## src/rtl/chan_ctl_pkg.sv

```systemverilog
package chan_ctl_pkg;
  localparam int NCH = 4;
  localparam int DW  = 8;
  localparam int IW  = 4;
  localparam int CHW = $clog2(NCH);
  localparam int NOPS = 8;
  localparam logic [DW-1:0] CMD_ALLOWED = 8'h04;

  typedef enum logic [2:0] {
    OP_CMD    = 3'd0,
    OP_REQ    = 3'd1,
    OP_SMASK  = 3'd2,
    OP_MODE   = 3'd3,
    OP_CLRFF  = 3'd4,
    OP_MCLR   = 3'd5,
    OP_CLRMSK = 3'd6,
    OP_LDMSK  = 3'd7
  } ctl_op_e;
endpackage

```

## src/rtl/ctl_decode.sv

```systemverilog
module ctl_decode
  import chan_ctl_pkg::*;
(
  input  logic          wr_en,
  input  logic          rd_en,
  input  logic [IW-1:0] idx,
  output logic [NOPS-1:0] wr_stb,
  output logic [NOPS-1:0] rd_stb
);
  logic in_range;
  assign in_range = idx[IW-1];

  for (genvar g = 0; g < NOPS; g++) begin : g_op
    assign wr_stb[g] = wr_en && in_range && (idx[IW-2:0] == 3'(g));
    assign rd_stb[g] = rd_en && in_range && (idx[IW-2:0] == 3'(g));
  end
endmodule

```

## src/rtl/status_reg.sv

```systemverilog
module status_reg
  import chan_ctl_pkg::*;
(
  input  logic           clk,
  input  logic           rst_n,
  input  logic           master_clr,
  input  logic           req_we,
  input  logic [CHW-1:0] req_ch,
  input  logic           req_set,
  input  logic           rd_clr,
  input  logic [NCH-1:0] hold,
  input  logic [NCH-1:0] rel,
  input  logic [NCH-1:0] tc_set,
  output logic [2*NCH-1:0] status_q
);
  logic [NCH-1:0] req_nxt, tc_nxt;

  always_comb begin
    req_nxt = status_q[2*NCH-1:NCH];
    tc_nxt  = status_q[NCH-1:0];
    if (rd_clr) tc_nxt = '0;
    if (req_we) begin
      req_nxt[req_ch] = req_set;
      tc_nxt[req_ch]  = 1'b0;
    end
    if (master_clr) begin
      req_nxt = '0;
      tc_nxt  = '0;
    end
    req_nxt = (req_nxt | hold) & ~rel;
    tc_nxt  = tc_nxt | tc_set;
  end

  always_ff @(posedge clk or negedge rst_n) begin
    if (!rst_n) status_q <= '0;
    else        status_q <= {req_nxt, tc_nxt};
  end
endmodule

```

## src/rtl/mask_mode_regs.sv

```systemverilog
module mask_mode_regs
  import chan_ctl_pkg::*;
(
  input  logic            clk,
  input  logic            rst_n,
  input  logic [NOPS-1:0] wr_stb,
  input  logic [DW-1:0]   wdata,
  output logic [DW-1:0]   cmd_q,
  output logic [NCH-1:0]  mask_q,
  output logic [NCH*DW-1:0] mode_q,
  output logic            ff_clr_q
);
  logic [CHW-1:0] sel;
  logic           cmd_ok;
  assign sel    = wdata[CHW-1:0];
  assign cmd_ok = (wdata & ~CMD_ALLOWED) == '0;

  always_ff @(posedge clk or negedge rst_n) begin
    if (!rst_n) begin
      cmd_q    <= '0;
      mask_q   <= '1;
      ff_clr_q <= 1'b0;
    end else begin
      ff_clr_q <= wr_stb[OP_CLRFF] | wr_stb[OP_MCLR];
      if (wr_stb[OP_CMD] && cmd_ok) cmd_q <= wdata;
      if (wr_stb[OP_MCLR]) begin
        cmd_q  <= '0;
        mask_q <= '1;
      end else if (wr_stb[OP_CLRMSK]) begin
        mask_q <= '0;
      end else if (wr_stb[OP_LDMSK]) begin
        mask_q <= wdata[NCH-1:0];
      end else if (wr_stb[OP_SMASK]) begin
        mask_q[sel] <= wdata[2];
      end
    end
  end

  for (genvar c = 0; c < NCH; c++) begin : g_mode
    always_ff @(posedge clk or negedge rst_n) begin
      if (!rst_n) mode_q[c*DW +: DW] <= '0;
      else if (wr_stb[OP_MODE] && sel == CHW'(c)) mode_q[c*DW +: DW] <= wdata;
    end
  end
endmodule

```

## src/rtl/grant_pick.sv

```systemverilog
module grant_pick
  import chan_ctl_pkg::*;
(
  input  logic [NCH-1:0] req,
  output logic [NCH-1:0] gnt,
  output logic           any
);
  logic [NCH:0] seen;
  assign seen[0] = 1'b0;
  for (genvar g = 0; g < NCH; g++) begin : g_chain
    assign gnt[g]    = req[g] & ~seen[g];
    assign seen[g+1] = seen[g] | req[g];
  end
  assign any = seen[NCH];
endmodule

```

## src/rtl/chan_ctl_unit.sv

```systemverilog
module chan_ctl_unit
  import chan_ctl_pkg::*;
(
  input  logic              clk,
  input  logic              rst_n,
  input  logic              ctl_wr,
  input  logic              ctl_rd,
  input  logic [IW-1:0]     ctl_idx,
  input  logic [DW-1:0]     ctl_wdata,
  output logic [DW-1:0]     ctl_rdata,
  input  logic [NCH-1:0]    hw_hold,
  input  logic [NCH-1:0]    hw_release,
  input  logic [NCH-1:0]    tc_hit,
  output logic [DW-1:0]     cmd_word,
  output logic [NCH*DW-1:0] mode_flat,
  output logic              ff_clr,
  output logic [NCH-1:0]    svc_req,
  output logic [NCH-1:0]    grant,
  output logic              grant_valid
);
  logic [NOPS-1:0]  wr_stb, rd_stb;
  logic [2*NCH-1:0] status_q;
  logic [NCH-1:0]   mask_q;

  ctl_decode u_dec (
    .wr_en(ctl_wr), .rd_en(ctl_rd), .idx(ctl_idx),
    .wr_stb(wr_stb), .rd_stb(rd_stb)
  );

  status_reg u_stat (
    .clk(clk), .rst_n(rst_n),
    .master_clr(wr_stb[OP_MCLR]),
    .req_we(wr_stb[OP_REQ]),
    .req_ch(ctl_wdata[CHW-1:0]),
    .req_set(ctl_wdata[2]),
    .rd_clr(rd_stb[OP_CMD]),
    .hold(hw_hold), .rel(hw_release), .tc_set(tc_hit),
    .status_q(status_q)
  );

  mask_mode_regs u_regs (
    .clk(clk), .rst_n(rst_n),
    .wr_stb(wr_stb), .wdata(ctl_wdata),
    .cmd_q(cmd_word), .mask_q(mask_q), .mode_q(mode_flat),
    .ff_clr_q(ff_clr)
  );

  assign svc_req = ~mask_q & status_q[2*NCH-1:NCH];

  grant_pick u_pick (.req(svc_req), .gnt(grant), .any(grant_valid));

  always_comb begin
    ctl_rdata = '0;
    if (rd_stb[OP_CMD])        ctl_rdata = status_q;
    else if (rd_stb[OP_LDMSK]) ctl_rdata = DW'(mask_q);
  end
endmodule

```

## config.mk

```make
export PLATFORM = sky130hd
export DESIGN_NAME = chan_ctl_unit
export DESIGN_NICKNAME = d
export VERILOG_FILES = /design/src/rtl/chan_ctl_pkg.sv /design/src/rtl/ctl_decode.sv /design/src/rtl/status_reg.sv /design/src/rtl/mask_mode_regs.sv /design/src/rtl/grant_pick.sv /design/src/rtl/chan_ctl_unit.sv
export SDC_FILE = /design/constraint.sdc
export NUM_CORES = 1
export LEC_CHECK = 0
export BUFFER_PORTS_ARGS = -buffer_cell sky130_fd_sc_hd__buf_2
export CAP_MARGIN = 20
export CELL_PAD_IN_SITES_DETAIL_PLACEMENT = 2
export CELL_PAD_IN_SITES_GLOBAL_PLACEMENT = 2
export CORE_MARGIN = 5
export CORE_UTILIZATION = 34
export CTS_BUF_LIST = sky130_fd_sc_hd__clkbuf_4 sky130_fd_sc_hd__clkbuf_8 sky130_fd_sc_hd__clkbuf_16
export DETAILED_ROUTE_END_ITERATION = 16
export PLACE_DENSITY_LB_ADDON = 0.3
export SETUP_SLACK_MARGIN = 0.5
export SKIP_CTS_REPAIR_TIMING = 1
export SLEW_MARGIN = 20
export SYNTH_ARGS = -nofsm -noshare
export SYNTH_HDL_FRONTEND = slang
export SYNTH_SLANG_ARGS = --single-unit
```

## constraint.sdc

```tcl
create_clock -name clk -period 2.4 [get_ports clk]
set_input_delay 0.36 -clock clk [delete_from_list [all_inputs] [get_ports clk]]
set_output_delay 0.36 -clock clk [all_outputs]
set_load 0.05 [all_outputs]
```

==> results_dict.tcl, run 1 <==
set metrics [dict create \
    critical_path_arrival_ps 1690 \
    drc 0 \
    worstSetupEndpointType "primary output" \
    ys_ff_latch 53 \
    start_util_pct 34.88 \
    grt_pass1_wl_um 12210 \
    min_period_ps 2053 \
    antenna_cells 0 \
    first_iter_violations 72 \
    gp_congestion 0.8215 \
    yosys-top-cells-area "dfrtp_1 (48%), mux2_1 (11%), dfstp_2 (4.2%)" \
    cpMaxStageDelayCell "dfstp_2" \
    post-route-period-util_pct 85.52 \
    cp-start-kind "flip-flop" \
    worstSkewPairLatency_ps 300 \
    yosysTopAreaCell "dfrtp_1" \
    cpPeakStageDelay_ps 590 \
    crit_buf_inv 1 \
    clockBufferDepth 2 \
    clock.fmax_mhz 487.2 \
    synth_edf_count 0 \
    cts_made_buffers 5 \
    cts_tree "built" \
    vias_per_cell 5.074 \
    core.rowCount 31 \
    yosysSeqAreaShare_pct 52.62 \
    antenna_found_initial 0 \
    ios 86 \
    clkTransAtPathRegs_ps 100 \
    place.port_buffers 85 \
    startpoint "u_regs.mask_q[0]$_DFFE_PN1P_" \
    cp_data_required_time_ps 2040 \
    rr_endpoint "u_regs.mask_q[1]$_DFFE_PN1P_" \
    worstReg2RegStart "u_regs.mask_q[1]$_DFFE_PN1P_" \
    hpwl_um 5670 \
    ant_nets 0 \
    htree_levels 2 \
    first_global_vias 2382 \
    synth_top_area_share_pct 48.47 \
    crit_family "simple AND/OR/NAND/NOR gates" \
    yosysMostFrequentCell "dfrtp_1" \
    endpoint "grant_valid" \
    crit_chain "nor2b_4, or2_4, or3_4, buf_8" \
    vdd_drop_max_uv 330.6 \
    setup_viol 0 \
    cp_max_fo 3 \
    layout-drive-gt1-share_pct 46.89 \
    synth_warnings 0 \
    placed_area_um2 3110 \
    yosys-top-cells-count "dfrtp_1 (49), mux2_1 (24), and2_1 (12)" \
    grt_max_degree 29 \
    drtPass1Iterations 4 \
    cts.sinks 53 \
    status "finished, final reports clean" \
    power_density_nw_per_um2 696.1 \
    core_area_um2 7253 \
    tightest_slew_ps 621.6 \
    die_height_um 96.26 \
    async_reset_ff_share_pct 100.0 \
    wl_um 7780 \
    syn_nets 238 \
    wl_per_cell_um 19.26 \
    cts-root-buf "clkbuf_8" \
    tns_ps 0 \
    grt_overflow_total 0 \
    power_leakage_nw 1.643 \
    holdCritPathClass "in -> async" \
    rsz0062_at_grt "yes" \
    path_depth 4 \
    finalHoldViolations 0 \
    synth_flop_cell "dfrtp_1" \
    synth_area_um2 2530 \
    slew_headroom_pct 58.56 \
    worstSetupPathType "reg -> out" \
    r2r_cells 3 \
    cap_violations 0 \
    dieArea_um2 9266 \
    syn_inst 210 \
    track_usage_pct 17.10 \
    syn_to_final_growth_pct 31.01 \
    vias 2050 \
    final_max_slew_viol_count 0 \
    clock_skew_ps 0 \
    layout.nets 332 \
    die_w_um 96.26 \
    stdcell_area_um2 3314 \
    ys_types 47 \
    power.total_w 0.002307 \
    postSynthAreaPerCell_um2 12.05 \
    r2r_slack_ps 1400 \
]
[flip-flops by register name, summed over array words and instances, names as in the netlist]
register / count
u_stat.status_q: 8
u_regs.cmd_q: 8
u_regs.ff_clr_q: 1
u_regs.mask_q: 4
u_regs.mode_q: 32
[placed cells by master, fill, tap and decap left out, types with 3 or more instances in the layout]
cell type and instances:
nand3_1 5, dfstp_2 4, nor2b_2 4, buf_4 11, nor3_1 6, nor2b_1 5, mux2i_1 4, a31oi_1 4
o31ai_1 4, a21o_1 4, clkbuf_8 5, nand2_1 5, nor4_2 3, and3_1 3, clkbuf_4 10, o21ai_0 6
nor2_1 6, mux2_1 24, a21oi_1 4, and2_1 12, dfrtp_1 49, buf_2 74, nand2b_1 6, nor2_4 4
or2_2 5, a22o_2 4
[cell type report]
cell class	instances	area, um2
Sequential cell	53	1331
Tap cell	99	123.9
Timing Repair Buffer	97	566.8
Inverter	2	7.507
Multi-Input combinational cell	145	1195
Clock buffer	6	76.32
Fill cell	798	3939
Clock inverter	2	13.76
[metrics by stage]
stage / std cells / util, % / hold WS, ps / setup slack, ps
detailed placement: 390 / 42.88 / 410.9 / 413.6
floorplan: 210 / - / 64.41 / 366.6
global route: 404 / 45.70 / 87.92 / 310.1
CTS: 398 / 44.13 / 66.42 / 219.7
global placement: 390 / 42.88 / 406.3 / 469.8
finish: 404 / 45.70 / 51.94 / 347.5
[how the worst min path moves through the flow]
stage	slack (ps)	startpoint	depth (start not counted)	to
after floorplan	60	rst_n	0	u_regs.cmd_q[0]$_DFFE_PN0P_
after global placement	410	rst_n	1	u_stat.status_q[1]$_DFF_PN0_
after detailed placement	410	rst_n	1	u_stat.status_q[1]$_DFF_PN0_
after CTS	70	rst_n	1	u_stat.status_q[1]$_DFF_PN0_
after global routing	90	rst_n	1	u_stat.status_q[1]$_DFF_PN0_
final	50	rst_n	1	u_stat.status_q[1]$_DFF_PN0_
[worst register-to-register path: cells and delay by family, from the launching register on]
kind / cells / cell delay, ps
buffers and inverters: 1 / 120
DFF: 1 / 550
AOI/OAI and AO/OA: 2 / 250
[where the power goes]
group / internal [W] / leakage (nW) / switching [W]
Clock: 0.000220 / 0.0490 / 0.000302
Combinational: 0.000209 / 0.915 / 0.000523
Sequential: 0.000994 / 0.678 / 0.0000586
[per-layer routing]
metal | share of wire [%] | vias to the layer above | routed length [um] | GRT usage [%]
li1 | - | 951 | - | -
met2 | 51 | 65 | 3998 | 29.61
met3 | 6.8 | 6 | 531 | 5.160
met4 | 0.85 | 0 | 66 | 3.791
met1 | 41 | 1028 | 3185 | 20.83
met5 | 0 | - | 0 | 0
[logic make-up (layout without fill, tap and decap cells)]
kind of cell / Yosys count / in the layout / synth area share [%]
buf+inv: 12 / 107 / 2.670
compound gates: 37 / 37 / 10.68
mux: 29 / 29 / 12.86
simple gates: 79 / 79 / 21.17
flops: 53 / 53 / 52.62
Power figures use the tool's default switching activity.
==> run 2, diff against run 1 <==
- CORE_ASPECT_RATIO: default -> 1.25
==> run 2 against run 1 <==
  * Cell count fell by 2.5%
  * Via count fell by 1.9%
  * Largest cell class unchanged
  * Critical path type unchanged
  * Combinational power fell by 3.1%
  * Core utilization fell by 1.2 points
  * Non-clock buffer count fell by 3
  * Sequential share of layout area rose by 0.71 points
  * Hold slack improved by 48 ps
  * Global-route usage fell by 0.59 points
  * Clock skew did not move
  * Worst setup slack got worse by 7.1 ps
  * Largest power group unchanged
==> results_dict.tcl, run 2 (synthesis gave the netlist of run 1 again) <==
set metrics [dict create \
    first_iter_violations 72 \
    grt_max_degree 32 \
    crit_family "simple AND/OR/NAND/NOR gates" \
    p_switching_w 0.0008704 \
    antenna_found_initial 0 \
    cap_violations 0 \
    pwr-share-clk_pct 22.8 \
    ant_nets 0 \
    worstSetupEndpointType "primary output" \
    min_period_ps 2060 \
    syn_to_final_growth_pct 28.73 \
    largest_reg_flops 32 \
    power_density_nw_per_um2 700.2 \
    cp_max_fo 5 \
    clock_skew_ps 0 \
    cts_made_buffers 5 \
    holdCritPathClass "in -> async" \
    dpl.cell_count 383 \
    core_area_um2 7313 \
    wl_um 7261 \
    mostFrequentLayoutCells "buf_2 (76), dfrtp_1 (49), mux2_1 (24)" \
    first_global_vias 2310 \
    critical_path_arrival_ps 1700 \
    worstSkewPairLatency_ps 300 \
    cpPeakStageDelay_ps 580 \
    crit_buf_inv 1 \
    dieArea_um2 9277 \
    core.rowCount 35 \
    vdd_drop_max_uv 423.9 \
    seqPwrFrac_pct 46.1 \
    start_util_pct 34.59 \
    drtPass1Iterations 4 \
    antenna_cells 0 \
    cts_tree "built" \
    htree_levels 2 \
    grt_pass1_wl_um 12210 \
    clock.fmax_mhz 485.5 \
    cpMaxStageDelayCell "dfstp_2" \
    finalHoldViolations 0 \
    final_max_slew_viol_count 0 \
    r2r_cells 3 \
    p_sw_share_pct 38.17 \
    cts.sinks 53 \
    place.port_buffers 85 \
    grt_overflow_total 0 \
    largest-register "u_regs.mode_q" \
    layout.nets 329 \
    wl_per_cell_um 18.43 \
    drc 0 \
    cp_data_required_time_ps 2040 \
    top_regs "u_regs.mode_q: 32 flops, u_regs.cmd_q: 8 flops, u_stat.status_q: 8 flops" \
    tightest_slew_ps 724.6 \
    slew_headroom_pct 51.70 \
    clockBufferDepth 2 \
    path_depth 4 \
    rsz0062_at_grt "yes" \
    vias 2012 \
    crit_chain "nor2b_2, or2_4, or3_1, buf_6" \
    final_common_cell "buf_2" \
    setup_viol 0 \
    cp-start-kind "flip-flop" \
    internal_power_w 0.001410 \
    ios 86 \
    tns_ps 0 \
    status "finished, final reports clean" \
    worstSetupPathType "reg -> out" \
    comb_power_share_pct 31.1 \
    layout.cells.non_filler 394 \
    clkTransAtPathRegs_ps 100 \
    cts-root-buf "clkbuf_8" \
    hpwl_um 5609 \
    power_leakage_nw 1.623 \
    layout-drive-gt1-share_pct 46.03 \
    gp_congestion 0.8026 \
    track_usage_pct 16.51 \
    die_height_um 106.4 \
    die_w_um 87.16 \
    post-route-period-util_pct 85.82 \
    vias_per_cell 5.107 \
]
[run 2: power by group through the flow]
stage | combinational, W | clock, W | sequential (W)
floorplan | 0.000258 | 0 | 0.00129
global placement | 0.000672 | 0 | 0.00106
detailed placement | 0.000690 | 0 | 0.00107
CTS | 0.000690 | 0.000550 | 0.00105
global route | 0.000755 | 0.000589 | 0.00106
finish | 0.000710 | 0.000520 | 0.00105
[run 2: metrics by stage]
step	util, %	cell area [um2]	worst slack (ps)	hold slack, ps	power [W]
after floorplan	-	2564	366.6	64.41	0.001553
after global placement	42.24	3089	472.8	448.5	0.001736
after detailed placement	42.24	3089	435.2	455.0	0.001757
after CTS	43.47	3179	222.7	122.7	0.002292
after global routing	44.53	3257	303.0	137.0	0.002407
final	44.53	3257	340.4	100.2	0.002280
[run 2: worst reg2reg max path: stages (launching register included)]
cell      delay [ps]
dfstp_2          400
buf_4            140
a221oi_1         280
o21ai_0          120
[run 2: final timing paths]
kind / start / end / slack (ps)
min in group clk: tc_hit[1] / u_stat.status_q[1]$_DFF_PN0_ / 230
max: u_regs.mask_q[0]$_DFFE_PN1P_ / grant_valid / 340
min: rst_n / u_regs.mode_q[4]$_DFFE_PN0P_ / 100
max reg2reg: u_regs.mask_q[1]$_DFFE_PN1P_ / u_regs.mask_q[1]$_DFFE_PN1P_ / 1390
min reg2reg: u_regs.mode_q[17]$_DFFE_PN0P_ / u_regs.mode_q[17]$_DFFE_PN0P_ / 480
max in group asynchronous: rst_n / u_regs.mode_q[7]$_DFFE_PN0P_ / 1640
[run 2: cell type report]
type | instances | area, um2
fillers | 808 | 4056
repair buffers | 94 | 523.0
multi-input cells | 145 | 1190
well taps | 92 | 115.1
inverters | 2 | 7.507
clock inverters | 2 | 13.76
flip-flops and latches | 53 | 1331
clock buffers | 6 | 76.32
[run 2: layer usage]
metal	part of all wire, %	global-route usage (%)
met4	0.96	3.289
met3	6.5	4.109
met1	40	20.13
met5	0	0
met2	52	29.21
==> run 3, diff against run 2 <==
--- a/config.mk
+++ b/config.mk
@@ -6,4 +6,5 @@
 export NUM_CORES = 1
 export LEC_CHECK = 0
+export ABC_AREA = 1
 export BUFFER_PORTS_ARGS = -buffer_cell sky130_fd_sc_hd__buf_2
 export CAP_MARGIN = 20
@@ -12,5 +13,5 @@
 export CORE_ASPECT_RATIO = 1.25
 export CORE_MARGIN = 5
-export CORE_UTILIZATION = 34
+export CORE_UTILIZATION = 29
 export CTS_BUF_LIST = sky130_fd_sc_hd__clkbuf_4 sky130_fd_sc_hd__clkbuf_8 sky130_fd_sc_hd__clkbuf_16
 export DETAILED_ROUTE_END_ITERATION = 16
==> constraint.sdc (replaced) <==
create_clock -name clk -period 2.4 [get_ports clk]
set_input_delay 0.36 -clock clk [delete_from_list [all_inputs] [get_ports clk]]
set_output_delay 0.36 -clock clk [all_outputs]
set_load 0.01 [all_outputs]
==> run 3 against run 2 <==
  * Global-route usage shrank 0.92 points
  * Synthesized area shrank 2.8%
  * Clock-buffer cell count is the same
  * Clock skew is the same
  * Sequential share of layout area grew 2.3 points
  * Critical path type unchanged
  * Largest power group unchanged
==> results_dict.tcl, run 3 <==
set metrics [dict create \
    r2r_cells 3 \
    slew_headroom_pct 53.19 \
    rsz0062_at_grt "yes" \
    ys_ff_latch 53 \
    syn_to_final_growth_pct 25.39 \
    core_area_um2 8240 \
    htree_levels 2 \
    top_regs "u_regs.mode_q: 32 flops, u_regs.cmd_q: 8 flops, u_stat.status_q: 8 flops" \
    cts_tree "built" \
    timing.hold.ws_ps 164.5 \
    cts-root-buf "clkbuf_8" \
    yosys-top-cells-area "dfrtp_1 (50%), nand2_1 (13%), inv_1 (7.3%)" \
    power_leakage_nw 1.808 \
    first_iter_violations 30 \
    vias_per_cell 4.732 \
    worstSkewPairLatency_ps 310 \
    clock.fmax_mhz 543.1 \
    synth_top_area_share_pct 49.87 \
    antenna_found_initial 0 \
    first_global_vias 2526 \
    tightest_slew_ps 702.1 \
    holdCritPathClass "in -> async" \
    wl_per_cell_um 16.01 \
    clockBufferDepth 2 \
    die_height_um 112.9 \
    place.port_buffers 85 \
    dieArea_um2 10430 \
    gp_congestion 0.8135 \
    grt_pass1_wl_um 12860 \
    wl_met2_um 4250 \
    drc 0 \
    cp_max_fo 3 \
    worstSetupPathType "reg -> out" \
    synth_flop_cell "dfrtp_1" \
    top_layer "met4" \
    vdd_drop_max_uv 231.8 \
    layout.nets 422 \
    status "finished, final reports clean" \
    yosysTopAreaCell "dfrtp_1" \
    track_usage_pct 15.59 \
    hpwl_um 6229 \
    async_reset_ff_share_pct 100.0 \
    met1_length_um 3205 \
    power_density_nw_per_um2 657.4 \
    dpl.cell_count 483 \
    yosys.area_share.simple_pct 26.87 \
    synth_area_um2 2459 \
    synthMuxAreaShare_pct 0 \
    largest-register "u_regs.mode_q" \
    ant_nets 0 \
    setup_viol 0 \
    ios 86 \
    cts.sinks 53 \
    cp-start-kind "flip-flop" \
    synth_top_family_by_area "simple AND/OR/NAND/NOR gates" \
    mostFrequentLayoutCells "buf_2 (85), nand2_1 (84), dfrtp_1 (49)" \
    clock_skew_ps 0 \
    layout.cells.non_filler 492 \
    cts_made_buffers 5 \
    synth-compound-area-share_pct 9.771 \
    postSynthAreaPerCell_um2 8.008 \
    core.rowCount 37 \
    min_period_ps 1841 \
    start_util_pct 29.84 \
    vias 2328 \
    yosysMostFrequentCell "nand2_1" \
    antenna_cells 0 \
    worstSetupEndpointType "primary output" \
    tns_ps 0 \
    wl_um 7875 \
    drtPass1Iterations 4 \
    fillCellCount 1030 \
    grt_max_degree 54 \
    ys_types 26 \
    die_w_um 92.36 \
    synth-xor-area-share_pct 0 \
    largest_reg_flops 32 \
    final_max_slew_viol_count 0 \
    critical_path_arrival_ps 1480 \
    syn_inst 307 \
    finalHoldViolations 0 \
    cap_violations 0 \
    layout-drive-gt1-share_pct 28.35 \
    yosys-top-cells-count "nand2_1 (84), dfrtp_1 (49), inv_1 (48)" \
    cp_data_required_time_ps 2040 \
    clkTransAtPathRegs_ps 100 \
    post-route-period-util_pct 76.73 \
    final_core_util_pct 37.41 \
    synth_edf_count 0 \
    synth_adder_area_share_pct 0 \
    synth_warnings 0 \
    wl_met3_um 339 \
    syn_nets 335 \
    yosysSeqAreaShare_pct 54.15 \
    grt_overflow_total 0 \
    final_common_cell "buf_2" \
]
run 3: routing by layer:
layer / vias up / global-route usage [%]
met3: 5 / 2.726
met5: - / 0
met1: 1146 / 17.62
li1: 1126 / -
met2: 51 / 30.01
met4: 0 / 3.568
run 3: final cells by class:
| cell class | instances | area, um2 | area share [%] |
|---|---|---|---|
| clock inverter | 2 | 15.01 | 0.4870 |
| timing repair buffer | 88 | 447.9 | 14.53 |
| sequential | 53 | 1331 | 43.18 |
| tap | 97 | 121.4 | 3.937 |
| clock buffer | 6 | 76.32 | 2.476 |
| inverter | 49 | 183.9 | 5.966 |
| multi-input combinational | 197 | 907.1 | 29.42 |
run 3: metrics by stage:
stage	setup slack, ps	cell area [um2]	total power (W)
2_1_floorplan	928.8	2459	0.001297
3_3_place_gp	777.1	2978	0.001500
3_5_place_dp	740.7	2978	0.001520
4_1_cts	412.0	3069	0.002073
5_1_grt	486.6	3083	0.002162
6_report	558.6	3083	0.002027
run 3: cells by family (layout without fill, tap and decap cells):
family | count (synthesis) | count (layout)
compound gates | 45 | 45
simple gates | 152 | 152
buf+inv | 57 | 145
flops | 53 | 53
run 3: power by group:
group / total, W / internal [W] / switching (W)
registers: 0.00107 / 0.00101 / 0.0000649
logic: 0.000425 / 0.000165 / 0.000260
clock network: 0.000530 / 0.000218 / 0.000312
run 3: worst paths after layout:
check	startpoint	end	slack [ps]
min reg2reg	u_regs.mode_q[8]$_DFFE_PN0P_	u_regs.mode_q[8]$_DFFE_PN0P_	470
min	rst_n	u_regs.mode_q[8]$_DFFE_PN0P_	160
max reg2reg	u_regs.mask_q[0]$_DFFE_PN1P_	u_regs.mask_q[0]$_DFFE_PN1P_	1450
max in group asynchronous	rst_n	u_stat.status_q[5]$_DFF_PN0_	1760
max	u_regs.mask_q[1]$_DFFE_PN1P_	grant_valid	560
min in group clk	hw_release[1]	u_stat.status_q[5]$_DFF_PN0_	180
run 3: worst max-delay path: stages, from the launching register on:
cell     delay (ps)
dfstp_2         560
nor2_2           60
inv_2            60
o21ai_2          60
or3_1           300
buf_2           150
